**src/rtl/fsb_pkg.sv**
```systemverilog
package fsb_pkg;
  typedef enum logic [2:0] {
    ST_IDLE,
    ST_WAITLOW,
    ST_ARMED,
    ST_DRIVE,
    ST_DONE
  } xfer_st_e;
endpackage

```
**src/rtl/fsb_phase_sync.sv**
```systemverilog
module fsb_phase_sync #(
  parameter int STAGES = 2
) (
  input  logic clk,
  input  logic rst_n,
  input  logic phi_async,
  output logic phi_s,
  output logic phi_rise,
  output logic phi_fall
);
  logic [STAGES-1:0] chain;
  logic              phi_prev;

  always_ff @(posedge clk) begin
    if (!rst_n) begin
      chain    <= '0;
      phi_prev <= 1'b0;
    end else begin
      chain    <= {chain[STAGES-2:0], phi_async};
      phi_prev <= chain[STAGES-1];
    end
  end

  assign phi_s    = chain[STAGES-1];
  assign phi_rise = chain[STAGES-1] & ~phi_prev;
  assign phi_fall = ~chain[STAGES-1] & phi_prev;
endmodule

```
**src/rtl/fsb_decode.sv**
```systemverilog
module fsb_decode (
  input  logic       valid,
  input  logic       rw,
  input  logic [3:0] addr_hi,
  output logic       is_exc,
  output logic       ram_sel,
  output logic       rom_sel,
  output logic       mem_we
);
  logic local_hit;

  always_comb begin
    is_exc    = (addr_hi[2:0] == 3'b001);
    local_hit = valid && !is_exc;
    ram_sel   = local_hit && !addr_hi[3];
    rom_sel   = local_hit && addr_hi[3];
    mem_we    = ram_sel && !rw;
  end
endmodule

```
**src/rtl/fsb_xfer_ctrl.sv**
```systemverilog
module fsb_xfer_ctrl
  import fsb_pkg::*;
#(
  parameter int            AW         = 16,
  parameter int            DW         = 8,
  parameter logic [AW-1:0] DUMMY_ADDR = '1
) (
  input  logic          clk,
  input  logic          rst_n,
  input  logic          valid,
  input  logic          is_exc,
  input  logic [AW-1:0] addr,
  input  logic [DW-1:0] wdata,
  input  logic          rw,
  input  logic          phi_s,
  input  logic          phi_rise,
  input  logic          phi_fall,
  input  logic [DW-1:0] slow_rdata,
  output logic          rdy,
  output logic [DW-1:0] rdata,
  output logic [AW-1:0] slow_addr,
  output logic [DW-1:0] slow_wdata,
  output logic          slow_rw,
  output xfer_st_e      state_o
);
  xfer_st_e      state, state_nx;
  logic [AW-1:0] lat_addr;
  logic [DW-1:0] lat_wdata;
  logic          lat_rw;
  logic          do_latch;

  always_comb begin
    state_nx = state;
    do_latch = 1'b0;
    unique case (state)
      ST_IDLE: begin
        if (valid && is_exc) begin
          if (phi_s) state_nx = ST_WAITLOW;
          else begin
            state_nx = ST_ARMED;
            do_latch = 1'b1;
          end
        end
      end
      ST_WAITLOW: begin
        if (!phi_s) begin
          state_nx = ST_ARMED;
          do_latch = 1'b1;
        end
      end
      ST_ARMED: if (phi_rise) state_nx = ST_DRIVE;
      ST_DRIVE: if (phi_fall) state_nx = ST_DONE;
      ST_DONE:  state_nx = ST_IDLE;
      default:  state_nx = ST_IDLE;
    endcase
  end

  always_ff @(posedge clk) begin
    if (!rst_n) begin
      state     <= ST_IDLE;
      lat_addr  <= DUMMY_ADDR;
      lat_wdata <= '0;
      lat_rw    <= 1'b1;
      rdata     <= '0;
    end else begin
      state <= state_nx;
      if (do_latch) begin
        lat_addr  <= addr;
        lat_wdata <= wdata;
        lat_rw    <= rw;
      end
      if (state == ST_DRIVE && phi_fall && lat_rw) rdata <= slow_rdata;
    end
  end

  always_comb begin
    if (state == ST_DRIVE) begin
      slow_addr  = lat_addr;
      slow_wdata = lat_rw ? '0 : lat_wdata;
      slow_rw    = lat_rw;
    end else begin
      slow_addr  = DUMMY_ADDR;
      slow_wdata = '0;
      slow_rw    = 1'b1;
    end
  end

  assign rdy     = !(valid && is_exc) || (state == ST_DONE);
  assign state_o = state;
endmodule

```
**src/rtl/fsb_bridge.sv**
```systemverilog
module fsb_bridge
  import fsb_pkg::*;
#(
  parameter int AW          = 16,
  parameter int DW          = 8,
  parameter int SYNC_STAGES = 2,
  parameter bit DUMMY_ONES  = 1'b1
) (
  input  logic          clk,
  input  logic          rst_n,
  input  logic          cpu_valid,
  input  logic [AW-1:0] cpu_addr,
  input  logic          cpu_rw,
  input  logic [DW-1:0] cpu_wdata,
  output logic          cpu_rdy,
  output logic [DW-1:0] cpu_rdata,
  output logic          ram_sel,
  output logic          rom_sel,
  output logic          mem_we,
  input  logic          phi_in,
  input  logic [DW-1:0] slow_rdata,
  output logic [AW-1:0] slow_addr,
  output logic [DW-1:0] slow_wdata,
  output logic          slow_rw
);
  localparam logic [AW-1:0] DUMMY_ADDR = DUMMY_ONES ? {AW{1'b1}} : {AW{1'b0}};

  logic     phi_s, phi_rise, phi_fall;
  logic     is_exc;
  xfer_st_e xfer_state;

  fsb_phase_sync #(.STAGES(SYNC_STAGES)) u_sync (
    .clk      (clk),
    .rst_n    (rst_n),
    .phi_async(phi_in),
    .phi_s    (phi_s),
    .phi_rise (phi_rise),
    .phi_fall (phi_fall)
  );

  fsb_decode u_dec (
    .valid  (cpu_valid),
    .rw     (cpu_rw),
    .addr_hi(cpu_addr[AW-1:AW-4]),
    .is_exc (is_exc),
    .ram_sel(ram_sel),
    .rom_sel(rom_sel),
    .mem_we (mem_we)
  );

  fsb_xfer_ctrl #(.AW(AW), .DW(DW), .DUMMY_ADDR(DUMMY_ADDR)) u_ctrl (
    .clk       (clk),
    .rst_n     (rst_n),
    .valid     (cpu_valid),
    .is_exc    (is_exc),
    .addr      (cpu_addr),
    .wdata     (cpu_wdata),
    .rw        (cpu_rw),
    .phi_s     (phi_s),
    .phi_rise  (phi_rise),
    .phi_fall  (phi_fall),
    .slow_rdata(slow_rdata),
    .rdy       (cpu_rdy),
    .rdata     (cpu_rdata),
    .slow_addr (slow_addr),
    .slow_wdata(slow_wdata),
    .slow_rw   (slow_rw),
    .state_o   (xfer_state)
  );
endmodule

```
**config.mk**
```make
export PLATFORM = sky130hd
export DESIGN_NAME = fsb_bridge
export DESIGN_NICKNAME = d
export VERILOG_FILES = /design/src/rtl/fsb_pkg.sv /design/src/rtl/fsb_phase_sync.sv /design/src/rtl/fsb_decode.sv /design/src/rtl/fsb_xfer_ctrl.sv /design/src/rtl/fsb_bridge.sv
export SDC_FILE = /design/constraint.sdc
export NUM_CORES = 1
export LEC_CHECK = 0
export BUFFER_PORTS_ARGS = -buffer_cell sky130_fd_sc_hd__buf_4
export CAP_MARGIN = 20
export CORE_UTILIZATION = 40
export CTS_CLUSTER_SIZE = 28
export DETAILED_ROUTE_END_ITERATION = 16
export PLACE_DENSITY = 0.71
export REMOVE_ABC_BUFFERS = 1
export SETUP_SLACK_MARGIN = 0.2
export SLEW_MARGIN = 25
export SYNTH_ARGS = -nofsm -noshare
export SYNTH_HDL_FRONTEND = slang
export SYNTH_SLANG_ARGS = --single-unit
```
**constraint.sdc**
```tcl
create_clock -name clk -period 1.3 [get_ports clk]
set_clock_uncertainty 0.1 [all_clocks]
set_input_delay 0.13 -clock clk [delete_from_list [all_inputs] [get_ports clk]]
set_output_delay 0.13 -clock clk [all_outputs]
set_load 0.01 [all_outputs]
```
==> results.sh <==
export IMPL_async_reset_ff_share_pct=0
export IMPL_fin_crit_ps=1580
export IMPL_layout_nets=348
export IMPL_end_kind="output port"
export IMPL_drt_iter0_drc=81
export IMPL_overflow=0
export IMPL_vdd_drop_max_mv=0.743
export IMPL_ys_seq_area_share_pct=43.3
export IMPL_synth_ff_type="dfxtp_1"
export IMPL_dpl_hpwl_um=3160
export IMPL_cts_tree="built"
export IMPL_crit_start="u_ctrl.state_o[2]"
export IMPL_path_delay_family="simple AND/OR/NAND/NOR gates"
export IMPL_clock_latency_ps=290
export IMPL_clockBufferDepth=2
export IMPL_synth_top_family_by_area="compound AO/OA/AOI/OAI gates"
export IMPL_grt_antenna_before_repair=0
export IMPL_place_area_um2=2460
export IMPL_critPathKind="reg2out"
export IMPL_ant_nets=0
export IMPL_slew_headroom_pct=76.7
export IMPL_power_mw=2.33
export IMPL_fp_row_count=24
export IMPL_crit_arrival_ps=1350
export IMPL_worst_slew_pin_transition_ps=348
export IMPL_synth_edf_count=0
export IMPL_synth_compound_area_share_pct=21.4
export IMPL_fillers=327
export IMPL_worstPathRequired_ps=1070
export IMPL_drt_pre_antenna_iters=4
export IMPL_hold_path_class="in2reg"
export IMPL_status="finished, violations left"
export IMPL_hold_path_startpoint="slow_rdata[7]"
export IMPL_finalSetupViolations=60
export IMPL_port_buffers=73
export IMPL_netlist_instances=212
export IMPL_grt_max_degree=31
export IMPL_fin_area_um2=3100
export IMPL_cp_start_kind="flop"
export IMPL_yosysWarningCount=0
export IMPL_synthMuxAreaShare_pct=4.44
export IMPL_die_area_um2=4780
export IMPL_avgRoutedWirePerCell_um=14.6
export IMPL_cpPeakStageDelay_ps=330
export IMPL_die_h_um=69.1
export IMPL_diodes=0
export IMPL_synth_top_area_share_pct=43.3
export IMPL_cellLeakagePower_nw=1.43
export IMPL_netlist_top_cells_area="dfxtp_1, o211ai_1, nand2_1"
export IMPL_drv_slew=0
export IMPL_synth_top_area_cell="dfxtp_1"
export IMPL_area_growth_pct=71.7
export IMPL_pre_cts_slack_ps=-87.8
export IMPL_power_density_nw_per_um2=754
export IMPL_via_count=1933
export IMPL_route_detailed_drc=0
export IMPL_maxCapViolCount=0
export IMPL_critPathBufInv=2
export IMPL_netlist_area_um2=1800
export IMPL_gp_congestion=0.742
export IMPL_grt_pass1_vias=1731
export IMPL_synthAdderAreaFrac_pct=0
export IMPL_fin_crit_sh_pct=121
export IMPL_via_per_inst=5.31
export IMPL_core_area_um2=4350
export IMPL_cp_cell_sequence="and3b_2 > buf_12 > and3_4 > buf_6"
export IMPL_io_pins=74
export IMPL_hold_slack_ps=2.88
export IMPL_cts_sinks=39
export IMPL_grt_usage_pct=21.4
export IMPL_fmax_mhz=633
export IMPL_crit_fanout=8
export IMPL_synth_xor_area_share_pct=0
export IMPL_synth_simple_area_share_pct=20.9
export IMPL_grt_pass1_wl_um=8250
export IMPL_setup_ws_ps=-279
export IMPL_drive_gt1_share_pct=47.4
export IMPL_numCtsBuffers=5
export IMPL_avgSynthCellArea_um2=8.50
export IMPL_grt_setup_unrepaired="true"
export IMPL_cts_root_buf="clkbuf_8"
export IMPL_clk_pin_slew_ps=70
export IMPL_start_util_pct=41.4
export IMPL_violations="setup timing"
export IMPL_crit_slowest_cell="dfxtp_2"
export IMPL_synth_seq_cells=39
export IMPL_drt_wl_total_um=5320
export IMPL_final_hold_viol_count=0
export IMPL_die_w_um=69.1
export IMPL_ys_types=31
export IMPL_h_tree_depth=2
export IMPL_rr_startpoint="u_ctrl.state_o[2]"
-- cells in the final DEF (no fill, tap or decap), types with 6 or more instances in the layout --
cell type,instances
buf_4,64
o211ai_1,33
buf_6,31
nand2_1,27
dlygate4sd3_1,9
nand2_4,6
and3_4,8
inv_1,19
dfxtp_1,35
mux2i_1,8
-- final timing paths --
check / depth (start not counted) / end / slack (ps)
setup / recovery: 4 / slow_wdata[4] / -280
hold / removal: 3 / u_ctrl.rdata[7] / 3
setup reg to reg: 7 / u_ctrl.lat_addr[8] / -250
hold reg to reg: 1 / u_sync.chain[1] / 340
-- cell type report --
cell class                      count  area (um^2)  share of cell area, %
Timing Repair Buffer              111         1070                   34.5
Multi-Input combinational cell    135         1020                   33.0
Sequential cell                    39          788                   25.5
Clock buffer                        7         76.3                   2.47
Inverter                           19         71.3                   2.30
Tap cell                           52         65.1                   2.10
Clock inverter                      1         5.00                  0.162
-- power breakdown --
part	internal, mW	total, mW	switching, mW
combinational	0.180	0.312	0.131
sequential	1.22	1.23	0.0131
clock	0.377	0.788	0.411
total	1.78	2.33	0.556
-- state kept, by name, indices dropped and copies added (netlist names) --
signal and cells:
u_ctrl.rdata 8, u_sync.phi_prev 1, u_ctrl.state_o 3, u_ctrl.lat_rw 1
u_sync.chain 2, u_ctrl.lat_wdata 8, u_ctrl.lat_addr 16
-- routing by layer --
metal	share of wire, %	global-route usage (%)	up-vias
met5	0	0	-
met4	1.8	6.12	0
met3	6.5	5.99	11
met2	50	36.5	77
met1	41	26.3	904
li1	-	-	941
-- worst register-to-register path, cell delays in order, from the launching register on --
cell	delay (ps)
dfxtp_2	330
buf_4	140
buf_6	110
nor3_4	210
o21a_4	230
buf_6	110
buf_6	110
o211ai_1	90
-- repair_timing --
action,in CTS,in global routing
endpoints found under the setup margin,64,65
endpoints found under the hold margin,8,1
gates cloned,2,1
setup buffers,9,1
pin swaps,10,29
hold buffers,8,1
gates resized for setup,42,57
-- synthesized netlist by cell type (2+ instances only) --
cell type and n:
dfxtp_1 39, nand2_1 34, o211ai_1 33, inv_1 19
o21ai_0 10, and3_1 9, clkbuf_1 9, nand3_1 9
a21boi_0 8, mux2i_1 8, buf_2 5, and2_1 3
nor2_1 3, and3b_1 2, buf_6 2, nand3b_1 2
nor2b_1 2, nor3_1 2
-- per-stage QoR --
stage               TNS, ps  util, %  instances
floorplan            -31410        -        193
global placement       -281     56.6        334
detailed placement     -608     56.6        334
CTS                  -10210     65.4        361
global route         -14960     71.1        364
finish               -12290     71.1        364
-- logic make-up (layout without fill, tap and decap cells) --
group | after synthesis | in the layout
compound gates | 55 | 55
flops | 39 | 39
buf+inv | 38 | 138
mux | 8 | 8
simple gates | 72 | 72
No activity file was read; power rests on OpenSTA's default activity.
